--- src/rtl/mbox_pkg.sv ---
package mbox_pkg;
  // Per-flag strobes from the control side to the flag datapath.
  // Index 0 is the left port's interrupt, index 1 the right port's.
  typedef struct packed {
    logic [1:0] setV;
    logic [1:0] clrV;
  } irqStrobes_t;

  localparam int SIDE_L = 0;
  localparam int SIDE_R = 1;
endpackage

--- src/rtl/mbox_port_decode.sv ---
module mbox_port_decode #(
  parameter int ADDR_W = 10,
  parameter bit OWN_IS_TOP = 1'b0
) (
  input  logic [ADDR_W-1:0] addr,
  input  logic              ce,
  input  logic              rd,
  input  logic              wr,
  input  logic              busy,
  output logic              wrOtherBox,
  output logic              rdOwnBox
);
  localparam logic [ADDR_W-1:0] TOP_BOX  = {ADDR_W{1'b1}};
  localparam logic [ADDR_W-1:0] NEXT_BOX = TOP_BOX - 1'b1;
  localparam logic [ADDR_W-1:0] OWN_BOX   = OWN_IS_TOP ? TOP_BOX : NEXT_BOX;
  localparam logic [ADDR_W-1:0] OTHER_BOX = OWN_IS_TOP ? NEXT_BOX : TOP_BOX;

  logic hitOwn, hitOther, active;

  always_comb begin
    hitOwn     = (addr == OWN_BOX);
    hitOther   = (addr == OTHER_BOX);
    active     = ce && !busy;
    wrOtherBox = active && wr && hitOther;
    rdOwnBox   = active && rd && hitOwn;
  end

  // a busy port produces no strobe at all.
  always_comb begin
    p_busy_gates_r6: assert (!(busy && (wrOtherBox || rdOwnBox)));
  end
endmodule

--- src/rtl/mbox_ctrl.sv ---
module mbox_ctrl
  import mbox_pkg::*;
#(
  parameter int ADDR_W = 10
) (
  input  logic [ADDR_W-1:0] lAddr,
  input  logic              lCe,
  input  logic              lRd,
  input  logic              lWr,
  input  logic              lBusy,
  input  logic [ADDR_W-1:0] rAddr,
  input  logic              rCe,
  input  logic              rRd,
  input  logic              rWr,
  input  logic              rBusy,
  output irqStrobes_t       strobes
);
  logic [ADDR_W-1:0] addrV [2];
  logic [1:0] ceV, rdV, wrV, busyV, wrOther, rdOwn;

  always_comb begin
    addrV[SIDE_L] = lAddr;  addrV[SIDE_R] = rAddr;
    ceV   = {rCe, lCe};
    rdV   = {rRd, lRd};
    wrV   = {rWr, lWr};
    busyV = {rBusy, lBusy};
  end

  for (genvar s = 0; s < 2; s++) begin : g_port
    mbox_port_decode #(
      .ADDR_W(ADDR_W),
      .OWN_IS_TOP(s == SIDE_R)
    ) u_dec (
      .addr(addrV[s]),
      .ce(ceV[s]),
      .rd(rdV[s]),
      .wr(wrV[s]),
      .busy(busyV[s]),
      .wrOtherBox(wrOther[s]),
      .rdOwnBox(rdOwn[s])
    );
  end

  // A port's write to the opposite box sets the opposite flag;
  // its read of its own box clears its own flag.
  always_comb begin
    strobes.setV[SIDE_L] = wrOther[SIDE_R];
    strobes.setV[SIDE_R] = wrOther[SIDE_L];
    strobes.clrV         = rdOwn;
  end
endmodule

--- src/rtl/mbox_flags.sv ---
module mbox_flags
  import mbox_pkg::*;
(
  input  logic        clk,
  input  logic        rst,
  input  irqStrobes_t strobes,
  output logic        lIntN,
  output logic        rIntN
);
  logic [1:0] pendQ;

  for (genvar i = 0; i < 2; i++) begin : g_flag
    always_ff @(posedge clk) begin
      if (rst)                  pendQ[i] <= 1'b0;
      else if (strobes.setV[i]) pendQ[i] <= 1'b1;  // set wins
      else if (strobes.clrV[i]) pendQ[i] <= 1'b0;
    end

    p_set_wins_r8: assert property (@(posedge clk) disable iff (rst)
      (strobes.setV[i] && strobes.clrV[i]) |=> pendQ[i]);
    p_hold_r5: assert property (@(posedge clk) disable iff (rst)
      (!strobes.setV[i] && !strobes.clrV[i]) |=> $stable(pendQ[i]));
  end

  assign lIntN = !pendQ[SIDE_L];
  assign rIntN = !pendQ[SIDE_R];
endmodule

--- src/rtl/mbox_irq_ctrl.sv ---
module mbox_irq_ctrl
  import mbox_pkg::*;
#(
  parameter int ADDR_W = 10
) (
  input  logic              clk,
  input  logic              rst,
  input  logic [ADDR_W-1:0] lAddr,
  input  logic              lCe,
  input  logic              lRd,
  input  logic              lWr,
  input  logic              lBusy,
  input  logic [ADDR_W-1:0] rAddr,
  input  logic              rCe,
  input  logic              rRd,
  input  logic              rWr,
  input  logic              rBusy,
  output logic              lIntN,
  output logic              rIntN
);
  irqStrobes_t strobes;

  mbox_ctrl #(.ADDR_W(ADDR_W)) u_ctrl (
    .lAddr(lAddr), .lCe(lCe), .lRd(lRd), .lWr(lWr), .lBusy(lBusy),
    .rAddr(rAddr), .rCe(rCe), .rRd(rRd), .rWr(rWr), .rBusy(rBusy),
    .strobes(strobes)
  );

  mbox_flags u_flags (
    .clk(clk), .rst(rst), .strobes(strobes),
    .lIntN(lIntN), .rIntN(rIntN)
  );

  localparam logic [ADDR_W-1:0] R_BOX = {ADDR_W{1'b1}};
  localparam logic [ADDR_W-1:0] L_BOX = R_BOX - 1'b1;

  p_reset_r1: assert property (@(posedge clk)
    rst |=> (lIntN && rIntN));
  p_left_sets_r2: assert property (@(posedge clk) disable iff (rst)
    (lCe && lWr && !lBusy && lAddr == R_BOX) |=> !rIntN);
  p_right_sets_r3: assert property (@(posedge clk) disable iff (rst)
    (rCe && rWr && !rBusy && rAddr == L_BOX) |=> !lIntN);
  p_busy_no_set_r6: assert property (@(posedge clk) disable iff (rst)
    (lBusy && rIntN) |=> rIntN);
  p_busy_no_clr_r7: assert property (@(posedge clk) disable iff (rst)
    (rBusy && !rIntN) |=> !rIntN);
  p_owner_only_r4: assert property (@(posedge clk) disable iff (rst)
    (!lIntN && !(lCe && lRd && !lBusy && lAddr == L_BOX)) |=> !lIntN);
endmodule

--- config.mk ---
export PLATFORM = sky130hd
export DESIGN_NAME = mbox_irq_ctrl
export DESIGN_NICKNAME = d
export VERILOG_FILES = /design/src/rtl/mbox_pkg.sv /design/src/rtl/mbox_port_decode.sv /design/src/rtl/mbox_ctrl.sv /design/src/rtl/mbox_flags.sv /design/src/rtl/mbox_irq_ctrl.sv
export SDC_FILE = /design/constraint.sdc
export NUM_CORES = 1
export LEC_CHECK = 0
export ABC_AREA = 0
export CORE_AREA = 3 3 40 42
export CTS_CLUSTER_DIAMETER = 40
export DETAILED_ROUTE_END_ITERATION = 8
export DIE_AREA = 0 0 43 45
export GPL_ROUTABILITY_DRIVEN = 0
export GPL_TIMING_DRIVEN = 0
export PLACE_DENSITY_LB_ADDON = 0.12
export SKIP_CTS_REPAIR_TIMING = 1
export SLEW_MARGIN = 20
export SYNTH_ARGS = -nofsm -noshare
export SYNTH_HDL_FRONTEND = slang
export SYNTH_SLANG_ARGS = --single-unit
--- constraint.sdc ---
create_clock -name clk -period 1.48 [get_ports clk]
set_input_delay 0.222 -clock clk [delete_from_list [all_inputs] [get_ports clk]]
set_output_delay 0.222 -clock clk [all_outputs]
set_load 0.01 [all_outputs]
### Word level (Yosys, flattened, before mapping)

Index checks and enable logic that the tools add are counted.

* ROM bits: 0
* logic and storage cells: 26
* bits in latches: 0
* flip-flop bits (word level): 2
* memories: 0
* output and inout port bits: 2
* bits in writable memories: 0
* input bits: 30

* magnitude comparators: 0
* divide/modulo/power cells: 0
* reductions and logical operators: 16
* mux-type cells: 4
* eq/ne operators: 4
* multiply operators: 0
* add/subtract/negate cells: 0
* bitwise gates (word level): 0
* shift operators: 0

Operators with widths (number)
* 10-bit equality test, second input constant: 4
* 1-bit logical AND: 10
* 1-bit zero test: 4
* 1-bit 2-to-1 mux: 4
* 2-bit nonzero test: 2

### Logic depth before layout (Yosys ltp)

* depth in word-level cells: 6
* gate-level depth with buffers: 3
* depth with buffers taken out: 3

### Hierarchy

Synthesis repeated with hierarchy kept, for this count alone.

* cells, all modules: 24
* area total of the unflattened synthesis: 167.7 µm²

Modules (own cells, without submodules)
* mbox_port_decode: seq. area each 0.0 µm², area an instance 45.0 µm², instances 2, cells an instance 7
* mbox_flags: seq. area each 40.0 µm², area an instance 77.6 µm², instances 1, cells an instance 10

### Worst setup path before layout

OpenSTA, ideal clock, no wires.

* kind: input -> register
* from: input lBusy
* to: register u_flags.pendQ[1]
* path buffers: 0
* library setup time: 70 ps
* path slack: 427 ps
* data required time: 1410 ps
* cell stages on the path: 3
* arrival: 983 ps
* cell sequence: nand3b_4 or4_1 a21oi_1

* cells in the longest elaborated chain, start to end: 5
* elaborated cells between the ends (all ways): 6
* those cells by class: mux (1); reduce/logical (5)

RTL lines
* start, declared: line mbox_irq_ctrl.sv:12 `input logic lBusy,`
* 1-bit zero test (*): line mbox_port_decode.sv:23 `active = ce && !busy;`
* 1-bit logical AND (*): line mbox_port_decode.sv:23
* 1-bit logical AND (*) (2 in a row): line mbox_port_decode.sv:24 `wrOtherBox = active && wr && hitOther;`
* 1-bit 2-to-1 mux / 2-bit nonzero test (equally long branches)
* end signal, assigned by index: line mbox_flags.sv:14 `if (rst) pendQ[i] <= 1'b0;`
* end signal, assigned by index: line mbox_flags.sv:15 `else if (strobes.setV[i]) pendQ[i] <= 1'b1;`
* end signal, assigned by index: line mbox_flags.sv:16 `else if (strobes.clrV[i]) pendQ[i] <= 1'b0;`
* end, declared: line mbox_flags.sv:10 `logic [1:0] pendQ;`

Mark *: on every way between the ends. The rest lies on a longest branch, timed or not.
A chain may end at the register's enable or synchronous reset.

### Worst setup path after layout

* from: input lAddr[2]
* to: register u_flags.pendQ[1]

* cells in the longest elaborated chain, start to end: 3
* elaborated cells between the ends (all ways): 4
* those cells by class: eq/ne (1); mux (1); reduce/logical (2)

RTL lines
* start, declared: line mbox_irq_ctrl.sv:8 `input logic [ADDR_W-1:0] lAddr,`
* 10-bit equality test (*): line mbox_port_decode.sv:22 `hitOther = (addr == OTHER_BOX);`
* 1-bit logical AND (*): line mbox_port_decode.sv:24
* 1-bit 2-to-1 mux / 2-bit nonzero test (equally long branches)

Marked as above.

==> reports/results.ini <==
[placement]
place_worst_setup_slack_ps = -91.6
dp.final_hpwl_um = 642
portBuffers = 31

[cts]
cts-root-buf = clkbuf_4
insertion_delay_ps = 220
clk_pin_slew_worst_paths_ps = 30
numCtsBuffers = 3
cts_max_level = 1
clk_path_buf_depth = 2
cts_sinks = 2
cts_tree = yes

[final_layout]
diodes = 0
drive_gt1_share_pct = 7.14
fill_cells = 142
final_util_pct = 40.6
nNetsFinal = 88
largest_register = u_flags.pendQ
reg.largest.list = u_flags.pendQ (2)
syn_to_final_growth_pct = 207
largest_reg_flops = 2

[yosys]
synthAdderAreaFrac_pct = 0
synth_edf_count = 0
synth_top_family_by_area = simple AND/OR/NAND/NOR gates
yosysTopAreaCellShare_pct = 23.5
synth_flop_cell = dfxtp_1
synth_area_per_cell_um2 = 7.73
yosysSeqAreaShare_pct = 23.5
async_flop_share_pct = 0
netlist_top_cells_count = nand4_1, inv_1, dfxtp_1, nand2_1
yosys.area_share.simple_pct = 56.6
muxShareOfSynthArea_pct = 0
yosysTopAreaCell = dfxtp_1
synth-seq-cells = 2
syn-num-nets = 52
yosysWarnings = 0
synth_area_um2 = 170
synth.distinct_cells = 15
synth_compound_area_share_pct = 13.2
synthXorXnorAreaFrac_pct = 0
netlist_instances = 22
synth_area_leaders = dfxtp_1, nand4_1, nand3b_4
synth.most_common_cell = nand4_1

[route]
viasPerCell = 4.32
vias = 307
drc = 0
ant_nets = 0
wl_um = 714
firstDrtPassIters = 4
wl_per_cell_um = 10.1
drtIter0Drc = 2

[setup_path]
criticalPathCategory = in2reg
worst_path_largest_cell_delay_ps = 530
cp_top_family = simple AND/OR/NAND/NOR gates
cp-end-kind = flop
worstPathRequired_ps = 1630
cp.arrival_ps = 1480
slowest_stage = or4_1
startpoint_type = primary input
critPathMaxFanout = 2
crit_chain = clkdlybuf4s50_1, nand3b_4, or4_1, a21oi_1
path_buf_inv = 1

[sta]
hold_viol = 0
slew_headroom_pct = 80.3
period_share_pct = 90.1
rsz0062_at_grt = false
fmax_ghz = 0.750
worst_pin_slew_ps = 292
finalSetupViolCount = 0
fin_skew_ps = 0
finalCriticalPeriod_ps = 1330
slew_violations = 0
setup_ws_ps = 147

[die]
core-area_um2 = 1280
die_area_um2 = 1940
die_h_um = 45
row_count = 13
num_io_pins = 32
die_x_um = 43
start_util_pct = 13.2

[pwr]
switching_power_w = 0.0000463
power_density_nw_per_um2 = 503
power_w = 0.000263
netSwitchingFraction_pct = 17.6
comb_power_share_pct = 34.1
peakVddDrop_uv = 240
clockPowerShare_pct = 45.2
p_int_w = 0.000216
pwr-share-seq_pct = 20.7
p_leak_nw = 0.188

[grt]
grt_pass1_vias = 313
grt_max_degree = 4
gr-usage-all-layers_pct = 7.48
grt_pass1_wl_mm = 1.11
overflow = 0
antenna_found_initial = 0

[job]
cap_violations = 0

[min_path]
hp-class = reg2reg

[status]
status = finished clean

-- final cells by class --
cell class | instances | area (um^2) | area share (%)
multi-input combinational | 17 | 119 | 22.8
tap | 15 | 18.8 | 3.60
inverter | 3 | 11.3 | 2.16
timing repair buffer | 31 | 310 | 59.5
clock buffer | 3 | 22.5 | 4.32
sequential | 2 | 40.0 | 7.67
-- cell families (layout without fill, tap and decap cells) --
family,after synthesis,in the layout
compound gates,3,3
flops,2,2
simple gates,14,14
buf+inv,3,37
-- worst reg2reg max path, delay by kind of cell, from the launching register on --
kind	cells	cell delay, ps
AOI/OAI and AO/OA	1	250
buffers and inverters	1	40
DFF	1	290
-- through the flow --
stage | cells | cell area, um^2 | TNS, ps | hold WS [ps]
after detailed placement | 68 | 499 | -91.6 | 463
after floorplan | 22 | 170 | 0 | 291
after CTS | 71 | 522 | 0 | 466
after global placement | 68 | 499 | -56.2 | 459
after global routing | 71 | 522 | 0 | 499
final | 71 | 522 | 0 | 464
-- power by group through the flow --
stage | Clock (W) | Sequential (W) | Combinational (W)
final | 0.000119 | 0.0000543 | 0.0000896
after global routing | 0.000131 | 0.0000542 | 0.0000971
after CTS | 0.000122 | 0.0000543 | 0.0000909
after detailed placement | 0 | 0.0000550 | 0.0000907
after global placement | 0 | 0.0000550 | 0.0000896
after floorplan | 0 | 0.0000550 | 0.00000935
-- path summary, 6_finish.rpt --
check | endpoint | slack (ps) | start | cells after the start
setup / recovery | u_flags.pendQ[1] | 150 | lAddr[2] | 4
hold / removal | u_flags.pendQ[1] | 460 | u_flags.pendQ[1] | 2
setup reg to reg | u_flags.pendQ[0] | 800 | u_flags.pendQ[0] | 2
hold reg to reg | u_flags.pendQ[1] | 460 | u_flags.pendQ[1] | 2
-- cells in the final DEF (no fill, tap or decap) --
cell type | netlist | final
nand2_1 | 2 | 2
nor4_1 | 1 | 1
clkdlybuf4s50_1 | 0 | 31
or4_1 | 1 | 1
nor2_1 | 1 | 1
o32ai_1 | 1 | 1
nand2b_1 | 1 | 1
clkbuf_4 | 0 | 3
nand4_1 | 4 | 4
nand3b_4 | 1 | 1
or3_1 | 1 | 1
a21oi_1 | 1 | 1
nand3_1 | 1 | 1
nand4b_1 | 1 | 1
o41ai_1 | 1 | 1
inv_1 | 3 | 3
dfxtp_1 | 2 | 2
-- routing by layer --
layer | share of wire [%] | routed length [um] | global-route usage (%)
met1 | 35 | 248 | 8.37
met2 | 44 | 316 | 12.6
met4 | 0 | 0 | 3.61
met3 | 21 | 149 | 2.79
met5 | 0 | 0 | 0
Power figures use the tool's default switching activity.
